==> src/rtl/pll_seq_pkg.sv <==
package pll_seq_pkg;

  typedef enum logic [2:0] {
    ST_IDLE,
    ST_DIVIDE,
    ST_WR_BYPASS,
    ST_LOCK_WAIT,
    ST_WR_REF,
    ST_WR_SWITCH,
    ST_FINISH
  } seq_state_t;

  localparam int CFG_W       = 32;
  localparam int BIT_REF_EXT = 0;
  localparam int BIT_BYPASS  = 1;
  localparam int BIT_PK_PLL  = 3;
  localparam int BIT_PE_PLL  = 4;
  localparam int BIT_RSVD    = 10;
  localparam int BIT_MULT_LO = 11;
  localparam int MULT_W      = 3;
  localparam int BIT_CP      = 16;
  localparam int CP_LIMIT    = 8;
  localparam int HZ_PER_HALF = 500000;

endpackage

==> src/rtl/pll_rst_sync.sv <==
module pll_rst_sync (
  input  logic clk,
  input  logic rst_n_in,
  output logic rst_n_out
);

  logic [1:0] sync_q;

  always_ff @(posedge clk or negedge rst_n_in) begin
    if (!rst_n_in) begin
      sync_q <= 2'b00;
    end else begin
      sync_q <= {sync_q[0], 1'b1};
    end
  end

  assign rst_n_out = sync_q[1];

endmodule

==> src/rtl/pll_mult_div.sv <==
module pll_mult_div #(
  parameter int DIVIDEND = 266,
  parameter int DIV_W    = 8,
  parameter int Q_W      = 4
) (
  input  logic             clk,
  input  logic             rst_n,
  input  logic             load,
  input  logic [DIV_W-1:0] divisor,
  output logic [Q_W-1:0]   quot,
  output logic             fin
);

  localparam int REM_W = $clog2(DIVIDEND + 1);

  logic [REM_W-1:0] rem_q, rem_d;
  logic [Q_W-1:0]   q_q, q_d;
  logic             act_q, act_d;
  logic             fin_q, fin_d;
  logic [REM_W-1:0] div_ext;

  assign div_ext = REM_W'(divisor);

  always_comb begin
    rem_d = rem_q;
    q_d   = q_q;
    act_d = act_q;
    fin_d = 1'b0;
    if (load) begin
      rem_d = REM_W'(DIVIDEND);
      q_d   = '0;
      act_d = 1'b1;
    end else if (act_q) begin
      if (rem_q >= div_ext) begin
        rem_d = rem_q - div_ext;
        q_d   = q_q + 1'b1;
      end else begin
        act_d = 1'b0;
        fin_d = 1'b1;
      end
    end
  end

  always_ff @(posedge clk or negedge rst_n) begin
    if (!rst_n) begin
      rem_q <= '0;
      q_q   <= '0;
      act_q <= 1'b0;
      fin_q <= 1'b0;
    end else begin
      rem_q <= rem_d;
      q_q   <= q_d;
      act_q <= act_d;
      fin_q <= fin_d;
    end
  end

  assign quot = q_q;
  assign fin  = fin_q;

endmodule

==> src/rtl/pll_cfg_encode.sv <==
module pll_cfg_encode
  import pll_seq_pkg::*;
#(
  parameter int FREQ_W = 8,
  parameter int Q_W    = 4
) (
  input  logic              use_ext,
  input  logic [Q_W-1:0]    mult,
  input  logic [FREQ_W-1:0] freq,
  output logic [CFG_W-1:0]  base_word,
  output logic [31:0]       pk_hz
);

  logic [Q_W-1:0] half_m;

  always_comb begin
    half_m    = (mult >> 1) - 1'b1;
    base_word = '0;
    base_word[BIT_RSVD]    = 1'b1;
    base_word[BIT_REF_EXT] = use_ext;
    base_word[BIT_MULT_LO +: MULT_W] = MULT_W'(half_m);
    base_word[BIT_CP]      = (mult > Q_W'(CP_LIMIT));
  end

  assign pk_hz = (32'(freq) + 32'd1) * 32'(mult) * 32'(HZ_PER_HALF);

endmodule

==> src/rtl/pll_lock_timer.sv <==
module pll_lock_timer #(
  parameter int LOCK_CYCLES = 2500000
) (
  input  logic clk,
  input  logic rst_n,
  input  logic load,
  output logic expired
);

  localparam int CNT_W = $clog2(LOCK_CYCLES + 1);

  logic [CNT_W-1:0] cnt_q, cnt_d;

  always_comb begin
    cnt_d = cnt_q;
    if (load) begin
      cnt_d = CNT_W'(LOCK_CYCLES);
    end else if (cnt_q != '0) begin
      cnt_d = cnt_q - 1'b1;
    end
  end

  always_ff @(posedge clk or negedge rst_n) begin
    if (!rst_n) begin
      cnt_q <= '0;
    end else begin
      cnt_q <= cnt_d;
    end
  end

  assign expired = (cnt_q == CNT_W'(1));

endmodule

==> src/rtl/pll_bringup_seq.sv <==
module pll_bringup_seq
  import pll_seq_pkg::*;
#(
  parameter int ADDR_W      = 8,
  parameter int CFG_ADDR    = 8'h40,
  parameter int LOCK_CYCLES = 2500000,
  parameter int DEFAULT_MHZ = 66,
  parameter int FREQ_MIN    = 20,
  parameter int FREQ_MAX    = 100,
  parameter int FCK_MAX     = 266
) (
  input  logic              clk,
  input  logic              rst_n,
  input  logic              start,
  input  logic              use_ext_ref,
  input  logic              freq_given,
  input  logic [7:0]        freq_mhz,
  output logic              wr_valid,
  output logic [ADDR_W-1:0] wr_addr,
  output logic [31:0]       wr_data,
  output logic              busy,
  output logic              done,
  output logic              err,
  output logic [31:0]       pk_clk_hz
);

  localparam int FREQ_W = 8;
  localparam int Q_W    = $clog2(FCK_MAX / FREQ_MIN + 1);

  logic              rst_n_s;
  seq_state_t        state_q, state_d;
  logic [FREQ_W-1:0] freq_q, freq_d;
  logic              ext_q, ext_d;
  logic [Q_W-1:0]    m_q, m_d;
  logic              err_q, err_d;
  logic [31:0]       hz_q, hz_d;
  logic [FREQ_W-1:0] eff_freq;
  logic              in_range;
  logic              div_load, div_fin;
  logic [Q_W-1:0]    div_quot;
  logic              tmr_load, tmr_exp;
  logic [CFG_W-1:0]  base_word;
  logic [31:0]       calc_hz;

  pll_rst_sync u_rst_sync (
    .clk       (clk),
    .rst_n_in  (rst_n),
    .rst_n_out (rst_n_s)
  );

  pll_mult_div #(
    .DIVIDEND (FCK_MAX),
    .DIV_W    (FREQ_W),
    .Q_W      (Q_W)
  ) u_div (
    .clk     (clk),
    .rst_n   (rst_n_s),
    .load    (div_load),
    .divisor (freq_q),
    .quot    (div_quot),
    .fin     (div_fin)
  );

  pll_lock_timer #(
    .LOCK_CYCLES (LOCK_CYCLES)
  ) u_timer (
    .clk     (clk),
    .rst_n   (rst_n_s),
    .load    (tmr_load),
    .expired (tmr_exp)
  );

  pll_cfg_encode #(
    .FREQ_W (FREQ_W),
    .Q_W    (Q_W)
  ) u_enc (
    .use_ext   (ext_q),
    .mult      (m_q),
    .freq      (freq_q),
    .base_word (base_word),
    .pk_hz     (calc_hz)
  );

  assign eff_freq = freq_given ? freq_mhz : FREQ_W'(DEFAULT_MHZ);
  assign in_range = (eff_freq >= FREQ_W'(FREQ_MIN)) && (eff_freq <= FREQ_W'(FREQ_MAX));

  // Next-state process
  always_comb begin
    state_d  = state_q;
    freq_d   = freq_q;
    ext_d    = ext_q;
    m_d      = m_q;
    err_d    = err_q;
    hz_d     = hz_q;
    div_load = 1'b0;
    tmr_load = 1'b0;
    unique case (state_q)
      ST_IDLE: begin
        if (start) begin
          if (in_range) begin
            err_d    = 1'b0;
            freq_d   = eff_freq;
            ext_d    = use_ext_ref;
            div_load = 1'b1;
            state_d  = ST_DIVIDE;
          end else begin
            err_d = 1'b1;
          end
        end
      end
      ST_DIVIDE: begin
        if (div_fin) begin
          m_d     = div_quot;
          state_d = ST_WR_BYPASS;
        end
      end
      ST_WR_BYPASS: begin
        tmr_load = 1'b1;
        state_d  = ST_LOCK_WAIT;
      end
      ST_LOCK_WAIT: begin
        if (tmr_exp) begin
          state_d = ST_WR_REF;
        end
      end
      ST_WR_REF: begin
        state_d = ST_WR_SWITCH;
      end
      ST_WR_SWITCH: begin
        hz_d    = calc_hz;
        state_d = ST_FINISH;
      end
      ST_FINISH: begin
        state_d = ST_IDLE;
      end
      default: begin
        state_d = ST_IDLE;
      end
    endcase
  end

  // Register process
  always_ff @(posedge clk or negedge rst_n_s) begin
    if (!rst_n_s) begin
      state_q <= ST_IDLE;
      freq_q  <= '0;
      ext_q   <= 1'b0;
      m_q     <= '0;
      err_q   <= 1'b0;
      hz_q    <= '0;
    end else begin
      state_q <= state_d;
      freq_q  <= freq_d;
      ext_q   <= ext_d;
      m_q     <= m_d;
      err_q   <= err_d;
      hz_q    <= hz_d;
    end
  end

  // Write port decode
  always_comb begin
    wr_valid = 1'b0;
    wr_data  = '0;
    unique case (state_q)
      ST_WR_BYPASS: begin
        wr_valid = 1'b1;
        wr_data  = base_word;
        wr_data[BIT_BYPASS] = 1'b1;
      end
      ST_WR_REF: begin
        wr_valid = 1'b1;
        wr_data  = base_word;
      end
      ST_WR_SWITCH: begin
        wr_valid = 1'b1;
        wr_data  = base_word;
        wr_data[BIT_PK_PLL] = 1'b1;
        wr_data[BIT_PE_PLL] = 1'b1;
      end
      default: begin
        wr_valid = 1'b0;
      end
    endcase
  end

  assign wr_addr   = wr_valid ? ADDR_W'(CFG_ADDR) : '0;
  assign busy      = (state_q != ST_IDLE);
  assign done      = (state_q == ST_FINISH);
  assign err       = err_q;
  assign pk_clk_hz = hz_q;

endmodule

==> config.mk <==
export PLATFORM = sky130hd
export DESIGN_NAME = pll_bringup_seq
export DESIGN_NICKNAME = d
export VERILOG_FILES = /design/src/rtl/pll_seq_pkg.sv /design/src/rtl/pll_rst_sync.sv /design/src/rtl/pll_mult_div.sv /design/src/rtl/pll_cfg_encode.sv /design/src/rtl/pll_lock_timer.sv /design/src/rtl/pll_bringup_seq.sv
export SDC_FILE = /design/constraint.sdc
export NUM_CORES = 1
export LEC_CHECK = 0
export CORE_UTILIZATION = 45
export CTS_CLUSTER_SIZE = 40
export DETAILED_ROUTE_END_ITERATION = 10
export PLACE_DENSITY = 0.66
export SYNTH_ARGS = -nofsm -noshare
export SYNTH_HDL_FRONTEND = slang
export SYNTH_SLANG_ARGS = --single-unit
==> constraint.sdc <==
create_clock -name clk -period 2.85 [get_ports clk]
set_clock_uncertainty 0.1 [all_clocks]
set_input_delay 0.7125 -clock clk [delete_from_list [all_inputs] [get_ports clk]]
set_output_delay 0.7125 -clock clk [all_outputs]
set_load 0.02 [all_outputs]
# ---- Yosys cells after proc, flatten, opt, wreduce, memory -nomap -nowiden
# Index checks and enable logic that the tools add are counted.
dict set report word_totals {
  ff_bits 83
  input_bits 13
  output_inout_bits 76
}
dict set report op_classes {
  addsub 5
  n_mul 2
  n_lt_le_gt_ge 4
  n_eq_ne 11
  mux 28
  n_reduce_logical 13
}
# operator count
set op_table {}
lappend op_table {{$pmux 17 s3} 1}
lappend op_table {{$mux 22} 2}
lappend op_table {{$mul 32x14->27 const B} 1}
lappend op_table {{$mul 32x4->32} 1}
lappend op_table {{$mux 9} 3}
lappend op_table {{$eq 22x1->1 const B} 1}
lappend op_table {{$reduce_bool 22->1} 1}
lappend op_table {{$sub 22x1->22 const B} 1}
lappend op_table {{$pmux 3 s6} 1}
lappend op_table {{$mux 1} 12}
lappend op_table {{$mux 3} 4}
lappend op_table {{$mux 4} 3}
lappend op_table {{$add 8x1->9 const B} 1}
lappend op_table {{$eq 3x3->1 const B} 3}
lappend op_table {{$ge 9x8->1} 1}
lappend op_table {{$sub 9x8->9} 1}
lappend op_table {{$ge 8x5->1 const B} 1}
lappend op_table {{$le 8x7->1 const B} 1}
lappend op_table {{$mux 8} 1}
lappend op_table {{$mux 7} 1}
lappend op_table {{$eq 3x2->1 const B} 2}
lappend op_table {{$ne 2x2->1 const B} 3}
lappend op_table {{$reduce_and 2->1} 3}
lappend op_table {{$reduce_bool 2->1} 3}
lappend op_table {{11 further kinds} 11}

# ---- Longest topological paths before layout
# Gate-level depths: netlist of run 1.
dict set report depth {
  word_depth 8
  ltp_mapped 33
}

# ---- Hierarchy
# A second synthesis of run 1 with hierarchy kept.
dict set report unflattened {
  hier_cells 974
  hier_area_um2 9361.5
}
# mod instances cells_each area_each_um2
set by_module_without_submodules {}
lappend by_module_without_submodules {pll_cfg_encode 1 506 4423.0}
lappend by_module_without_submodules {pll_bringup_seq 1 199 2386.0}
lappend by_module_without_submodules {pll_lock_timer 1 138 1335.0}
lappend by_module_without_submodules {pll_mult_div 1 128 1163.6}
lappend by_module_without_submodules {pll_rst_sync 1 3 53.8}

# ---- Least setup slack after synthesis of run 1
# OpenSTA, ideal clock, no wires.
dict set report synth_path {
  path_type {reg2reg}
  start {register freq_q[0]}
  end {register hz_q[28] (netlist: pk_clk_hz[28])}
  arrival_ns 7.734
  required_time_ns 2.621
  path_slack_ns -5.112
  stages_incl_launch_ff 32
  n_path_buf 0
  synth_period_minus_slack_ns 7.962
  cell_sequence {dfrtp_1 ha_1 nand3_1 xnor2_1 nor2_1 fa_1 inv_1 fa_1 inv_1 ha_1 or3_1 o21bai_1 a31oi_1 o21bai_1 a21oi_1 xor2_1 inv_1 ha_1 fa_1 inv_1 fa_1 inv_1 ha_1 ha_1 ha_1 ha_1 nand4_1 or2_2 nor2_1 a2bb2oi_1 and4b_1 a2111o_1}
}
dict set report synth_via {
  elab_chain_len 3
}
# item line_no
set synth_lines {}
lappend synth_lines {{start, declared} pll_bringup_seq.sv:32} ;# logic [FREQ_W-1:0] freq_q, freq_d;
lappend synth_lines {{start signal, assigned} pll_bringup_seq.sv:153} ;# freq_q <= freq_d;
lappend synth_lines {{$add 8x1->9} pll_cfg_encode.sv:25} ;# assign pk_hz = (32'(freq) + 32'd1) * 32'(mult) * 32'(HZ_PER_HALF);
lappend synth_lines {{$mul 32x4->32} pll_cfg_encode.sv:25}
lappend synth_lines {{$mul 32x14->27} pll_cfg_encode.sv:25}
lappend synth_lines {{end signal, assigned} pll_bringup_seq.sv:157} ;# hz_q <= hz_d;
lappend synth_lines {{end, declared} pll_bringup_seq.sv:36} ;# logic [31:0] hz_q, hz_d;
# Every way passes these cells.
# A chain may end at the register's enable or synchronous reset.

# ---- Worst setup path after layout of run 1
dict set report layout_path {
  start {register freq_q[1]}
  end {register hz_q[28] (netlist: pk_clk_hz[28])}
}
# Same word-level chain as after synthesis.

==> impl_metrics.toml, run 1 <==
[logic_synthesis]
synth_cells = 967
synth-seq-area-share_pct = 24.2
synth_ff_type = "dfrtp_1"
synth_top_area_cell = "dfrtp_1"
ys_ff_latch = 83
synth_common_cells = "inv_1 (132), ha_1 (120), nand2_1 (98)"
synth.most_common_cell = "inv_1"
async_flop_share_pct = 100
syn_area_per_cell_um2 = 8.89
yosysWarningCount = 0
synth_area_um2 = 8600
synth_top_cell_area_share_pct = 24.2
synth_area_leaders = "dfrtp_1 (24%), ha_1 (17%), fa_1 (13%)"
synth_edf_count = 0
synth_cell_types = 61

[timing]
worst_slew_pin_slew_ns = 0.558
tns_ns = -78.40
rsz0062_at_grt = "yes"
maxSlewViolCount = 0
period_share_pct = 260
max_slew_margin_pct = 62.5
period_needed_ns = 7.40
hold_viol = 0
fmax_ghz = 0.135
layout_setup_ws_ns = -4.55
setup_viol = 24

[setup_path]
path_buf_inv = 5
path_common_cell = "ha_4"
crit_path_end_kind = "flop"
worst-setup-path-type = "flop to flop"
critical-path-max-stage-delay_ns = 0.54
rrSetupSlack_ns = -4.55
cp-start-kind = "flop"
cp_top_family = "adder cells"
critical_path_arrival_ns = 7.54
crit_fanout = 4
critPathRequiredTime_ns = 2.99
slowest_stage = "fa_2"

[outcome]
status = "finished, violations left"
violations = "setup timing"

[routing]
antenna_left = 0
wl_per_cell_um = 14.7
drt_pass1_iterations = 4
via_per_inst = 4.99
dr.first_iter.drc_count = 184
drc = 0
wirelength_um = 21000
vias = 7162

[placement]
dp_hpwl_um = 15100
port_buffers = 53
placed_cells = 1382
place_congestion = 0.847
pre_cts_ws_ns = -4.61

[final_layout]
areaGrowthSynthToFinish_pct = 48.7
final_nets = 1382
antenna-diode-count = 0
drive_gt1_share_pct = 36.4
fin_cells = 1434

[floorplan]
die_area_um2 = 19700
num_rows = 50
io_pins = 89
start_util_pct = 46.0
coreArea_um2 = 18700
fp.dieH_um = 140
die_w_um = 140

[grt]
grt_util_all_layers_pct = 20.7
grt_overflow = 0
grt_pass1_vias = 7183
grt_max_degree = 55
antenna_found_initial = 0
grt_first_pass_wirelength_um = 32800

[clocking]
hold_buffers = 0
htree_levels = 3
clockBufferDepth = 2
clk_latency_ns = 0.36
cts_tree = "yes"
cts_root_buf = "clkbuf_16"
clk_pin_slew_ns = 0.07
clock-sinks = 83
cts_buffers = 9

[worst_hold_path]
hold_class = "flop to asynchronous set/reset pin"

[run]
max_cap_viol_count = 0
## timing repair
action                                  4_1_cts  5_1_grt
gates resized for setup                      59      118
endpoints found under the setup margin       35       28
buffers inserted                             13       28
pin swaps                                    39       91
## flip-flops by register name, indices dropped and copies added (netlist names)
signal and flops:
u_div.act_q 1, m_q 4, u_div.quot 4, ext_q 1
err 1, freq_q 8, state_q 3, pk_clk_hz 27
u_div.fin 1, u_rst_sync.sync_q 2, u_div.rem_q 9, u_timer.cnt_q 22
## path summary, 6_finish.rpt
path / to / start / cells after the start
min in group clk: u_rst_sync.sync_q[1] / u_rst_sync.sync_q[0] / 0
hold / removal: pk_clk_hz[6] / u_rst_sync.sync_q[1] / 0
max in group asynchronous: m_q[1] / u_rst_sync.sync_q[1] / 1
hold reg to reg: pk_clk_hz[6] / u_rst_sync.sync_q[1] / 0
setup reg to reg: pk_clk_hz[28] / freq_q[1] / 31
setup / recovery: pk_clk_hz[28] / freq_q[1] / 31
## metrics by stage
step,hold slack (ns),cell area (um2),utilization (%)
5_1_grt,0.187,12800,68.3
3_3_place_gp,0.162,11300,60.4
2_1_floorplan,0.231,9700,-
4_1_cts,0.169,12000,64.1
6_report,0.143,12800,68.3
3_5_place_dp,0.163,11300,60.4
## kinds of logic (layout without fill, tap and decap cells)
| group | count (synthesis) | count (layout) | share of synthesized area, % |
|---|---|---|---|
| muxes | 8 | 8 | 0.960 |
| other | 2 | 36 | 0.0873 |
| AOI/OAI and AO/OA | 157 | 157 | 11.2 |
| adders and majority gates | 177 | 177 | 30.4 |
| xor gates and xnor gates | 72 | 72 | 7.42 |
| and+or+nand+nor | 278 | 278 | 15.8 |
| buffers and inverters | 190 | 389 | 9.95 |
| DFF | 83 | 83 | 24.2 |
## worst register-to-register path: cells and delay by family (launching register included)
kind,cells,cell delay [ns]
simple gates,9,1.71
xor+xnor,1,0.13
compound gates,6,1.28
buf+inv,5,0.35
fa+ha+maj,10,3.32
flops,1,0.41
## area by class of cell
cell class | count | area (um2)
Multi-Input combinational cell | 728 | 7470
Fill cell | 1397 | 5920
Timing Repair Buffer | 240 | 2120
Sequential cell | 83 | 2090
Inverter | 133 | 503
Tap cell | 234 | 293
Clock buffer | 10 | 239
Clock inverter | 6 | 72.6
## placed cells by master, fill, tap and decap left out, drive strengths merged, types with 6 or more instances in the layout
| cell type | instances |
|---|---|
| buf | 187 |
| inv | 134 |
| ha | 120 |
| nand2 | 98 |
| dfrtp | 83 |
| o21ai | 59 |
| nor2 | 57 |
| fa | 54 |
| xnor2 | 48 |
| clkdlybuf4s50 | 44 |
| a21oi | 42 |
| conb | 36 |
| xor2 | 24 |
| and2 | 22 |
| nand3 | 16 |
| nand2b | 13 |
| a21o | 10 |
| clkbuf | 10 |
| nor3 | 10 |
| nor4 | 9 |
| nor2b | 9 |
| o21a | 9 |
| nand3b | 7 |
| dlygate4sd2 | 7 |
| and3 | 7 |
| or3 | 7 |
| o21bai | 7 |
| a211oi | 7 |
| mux2i | 6 |
## layer usage
layer | routed length, um | part of all wire, % | track usage, %
met1 | 8890 | 42 | 25.2
met2 | 11200 | 53 | 37.0
met3 | 456 | 2.2 | 3.45
met4 | 459 | 2.2 | 6.54
met5 | 0 | 0 | 0
Power of run 1 is left out: the tool's default activity adds up to more than one toggle a clock period on the data nets, which glitch-free logic cannot reach.
==> inputs of run 2 (changes only) <==
--- a/config.mk
+++ b/config.mk
@@ -5,6 +5,7 @@
 export SDC_FILE = /design/constraint.sdc
 export NUM_CORES = 1
 export LEC_CHECK = 0
+export CAP_MARGIN = 20
 export CORE_UTILIZATION = 45
 export CTS_CLUSTER_SIZE = 40
 export DETAILED_ROUTE_END_ITERATION = 10
==> results of run 2 <==
The final DEF is identical to that of run 1; final timing and power are the same.
Power of run 2 is left out for the same reason.
==> inputs of run 3 (changes only) <==
--- a/config.mk
+++ b/config.mk
@@ -5,11 +5,10 @@
 export SDC_FILE = /design/constraint.sdc
 export NUM_CORES = 1
 export LEC_CHECK = 0
-export CAP_MARGIN = 20
+export ABC_AREA = 1
 export CORE_UTILIZATION = 45
 export CTS_CLUSTER_SIZE = 40
 export DETAILED_ROUTE_END_ITERATION = 10
-export PLACE_DENSITY = 0.66
 export SYNTH_ARGS = -nofsm -noshare
 export SYNTH_HDL_FRONTEND = slang
 export SYNTH_SLANG_ARGS = --single-unit
==> impl_metrics.toml, run 3 <==
[outcome]
status = "finished, violations left"
violations = "setup timing"

[floorplan]
die_w_um = 149
coreArea_um2 = 21100
fp.dieH_um = 149
die_area_um2 = 22200
start_util_pct = 46.0
num_rows = 53
io_pins = 89

[grt]
grt_util_all_layers_pct = 23.9
antenna_found_initial = 0
grt_pass1_vias = 8967
grt_overflow = 0
grt_max_degree = 49
grt_first_pass_wirelength_um = 42100

[clocking]
cts_tree = "yes"
cts_root_buf = "clkbuf_16"
clk_pin_slew_ns = 0.07
clockBufferDepth = 2
clk_latency_ns = 0.35
cts_buffers = 9
htree_levels = 3
clock-sinks = 83

[routing]
dr.first_iter.drc_count = 315
antenna_left = 0
wl_per_cell_um = 13.3
drc = 0
via_per_inst = 4.78
drt_pass1_iterations = 5
vias = 8931
wirelength_um = 24900

[logic_synthesis]
synth_cells = 1377
synth_common_cells = "nand2_1 (411), inv_1 (251), nor2_1 (124)"
synth_top_cell_area_share_pct = 21.4
synth.most_common_cell = "nand2_1"
synth-seq-area-share_pct = 21.4
synth_area_um2 = 9700
ys_ff_latch = 83
synth_edf_count = 0
synth_area_leaders = "dfrtp_1 (21%), nand2_1 (16%), ha_1 (15%)"
syn_area_per_cell_um2 = 7.05
async_flop_share_pct = 100
synth_top_area_cell = "dfrtp_1"
synth_cell_types = 46
yosysWarningCount = 0
synth_ff_type = "dfrtp_1"

[final_layout]
seq_area_um2 = 2080
fin_cells = 1870
drive_gt1_share_pct = 28.4
multi_input_area_um2 = 7990
largest_register_ffs = 27
utilization_pct = 64.3
antenna-diode-count = 0
areaGrowthSynthToFinish_pct = 39.9
final_cell_mix = "nand2_1 (346), inv_1 (216), buf_4 (153)"
fillCellCount = 1875
final_nets = 1777
final_common_cell = "nand2_1"

[timing]
rsz0062_at_grt = "yes"
hold_viol = 0
fmax_ghz = 0.146
setup_viol = 24
tns_ns = -74.07
period_needed_ns = 6.85
maxSlewViolCount = 0
layout_setup_ws_ns = -4.00
period_share_pct = 240

[setup_path]
r2r_cells = 34
slowest_stage = "fa_1"
path_common_cell = "fa_1"
worst-setup-path-type = "flop to flop"
crit_path_end_kind = "flop"
crit_fanout = 4
critical-path-max-stage-delay_ns = 0.52
critPathRequiredTime_ns = 3.00
critical_path_arrival_ns = 7.00
cp-start-kind = "flop"

[placement]
dp_hpwl_um = 20400
place_congestion = 0.918
port_buffers = 53
placed_cells = 1830

[worst_hold_path]
hold_class = "flop to asynchronous set/reset pin"

[run]
max_cap_viol_count = 0
-- run 3: cell types whose count changed in the layout (fill, tap and decap cells not counted), sizes merged, moves of 13 or more --
cell    delta
xnor2     -31
inv      +125
nand4     +17
nand3     +71
nand2    +318
buf       -18
nor2      +71
a21oi     -15
o21ai     -26
nand2b    -13
and2      -22
-- run 3: final timing paths --
kind	endpoint	slack (ns)	start
min in group clk	u_rst_sync.sync_q[1]	0.25	u_rst_sync.sync_q[0]
setup / recovery	pk_clk_hz[27]	-4.00	freq_q[1]
max in group asynchronous	u_div.rem_q[8]	1.81	u_rst_sync.sync_q[1]
setup reg to reg	pk_clk_hz[27]	-4.00	freq_q[1]
hold / removal	pk_clk_hz[18]	0.20	u_rst_sync.sync_q[1]
hold reg to reg	pk_clk_hz[18]	0.20	u_rst_sync.sync_q[1]
-- run 3: layer usage --
layer	wire [um]	track usage (%)
met5	0	0
met4	292	5.31
met3	584	2.66
met2	12100	41.9
met1	11900	31.6
-- run 3: area by class of cell --
class / instances / area share, %
well taps: 275 / 2.54
clock inverters: 7 / 0.424
flip-flops and latches: 83 / 15.3
repair buffers: 222 / 13.9
inverters: 257 / 7.19
multi-input cells: 1017 / 58.9
clock buffers: 9 / 1.66
-- run 3: critical path, delay by kind of cell, from the launching register on --
kind,cells,cell delay [ns]
xor gates and xnor gates,2,0.41
adders and majority gates,10,4.07
buffers and inverters,9,0.54
DFF,1,0.39
and+or+nand+nor,13,1.24
-- run 3: stage by stage --
step,setup WS (ns),instance area (um2),hold slack (ns)
floorplan,-3.69,10800,0.231
global placement,-4.10,12400,0.217
detailed placement,-4.18,12400,0.215
CTS,-3.99,13300,0.223
global route,-4.32,13600,0.257
finish,-4.00,13600,0.205
-- run 3: logic make-up after synthesis --
family                     Yosys count  synth area share (%)
other                                2                0.0774
adders and majority gates          174                  26.6
and+or+nand+nor                    694                  30.1
DFF                                 83                  21.4
buffers and inverters              311                  13.8
AOI/OAI and AO/OA                   76                  4.40
xor gates and xnor gates            37                  3.61
-- run 3: timing repair --
item	CTS	global route
resized for setup	98	68
pin swaps	41	63
buffers inserted	19	6
hold buffers	0	0
endpoints found under the setup margin	34	29
endpoints found under the hold margin	0	0
Power of run 3 is left out for the same reason.
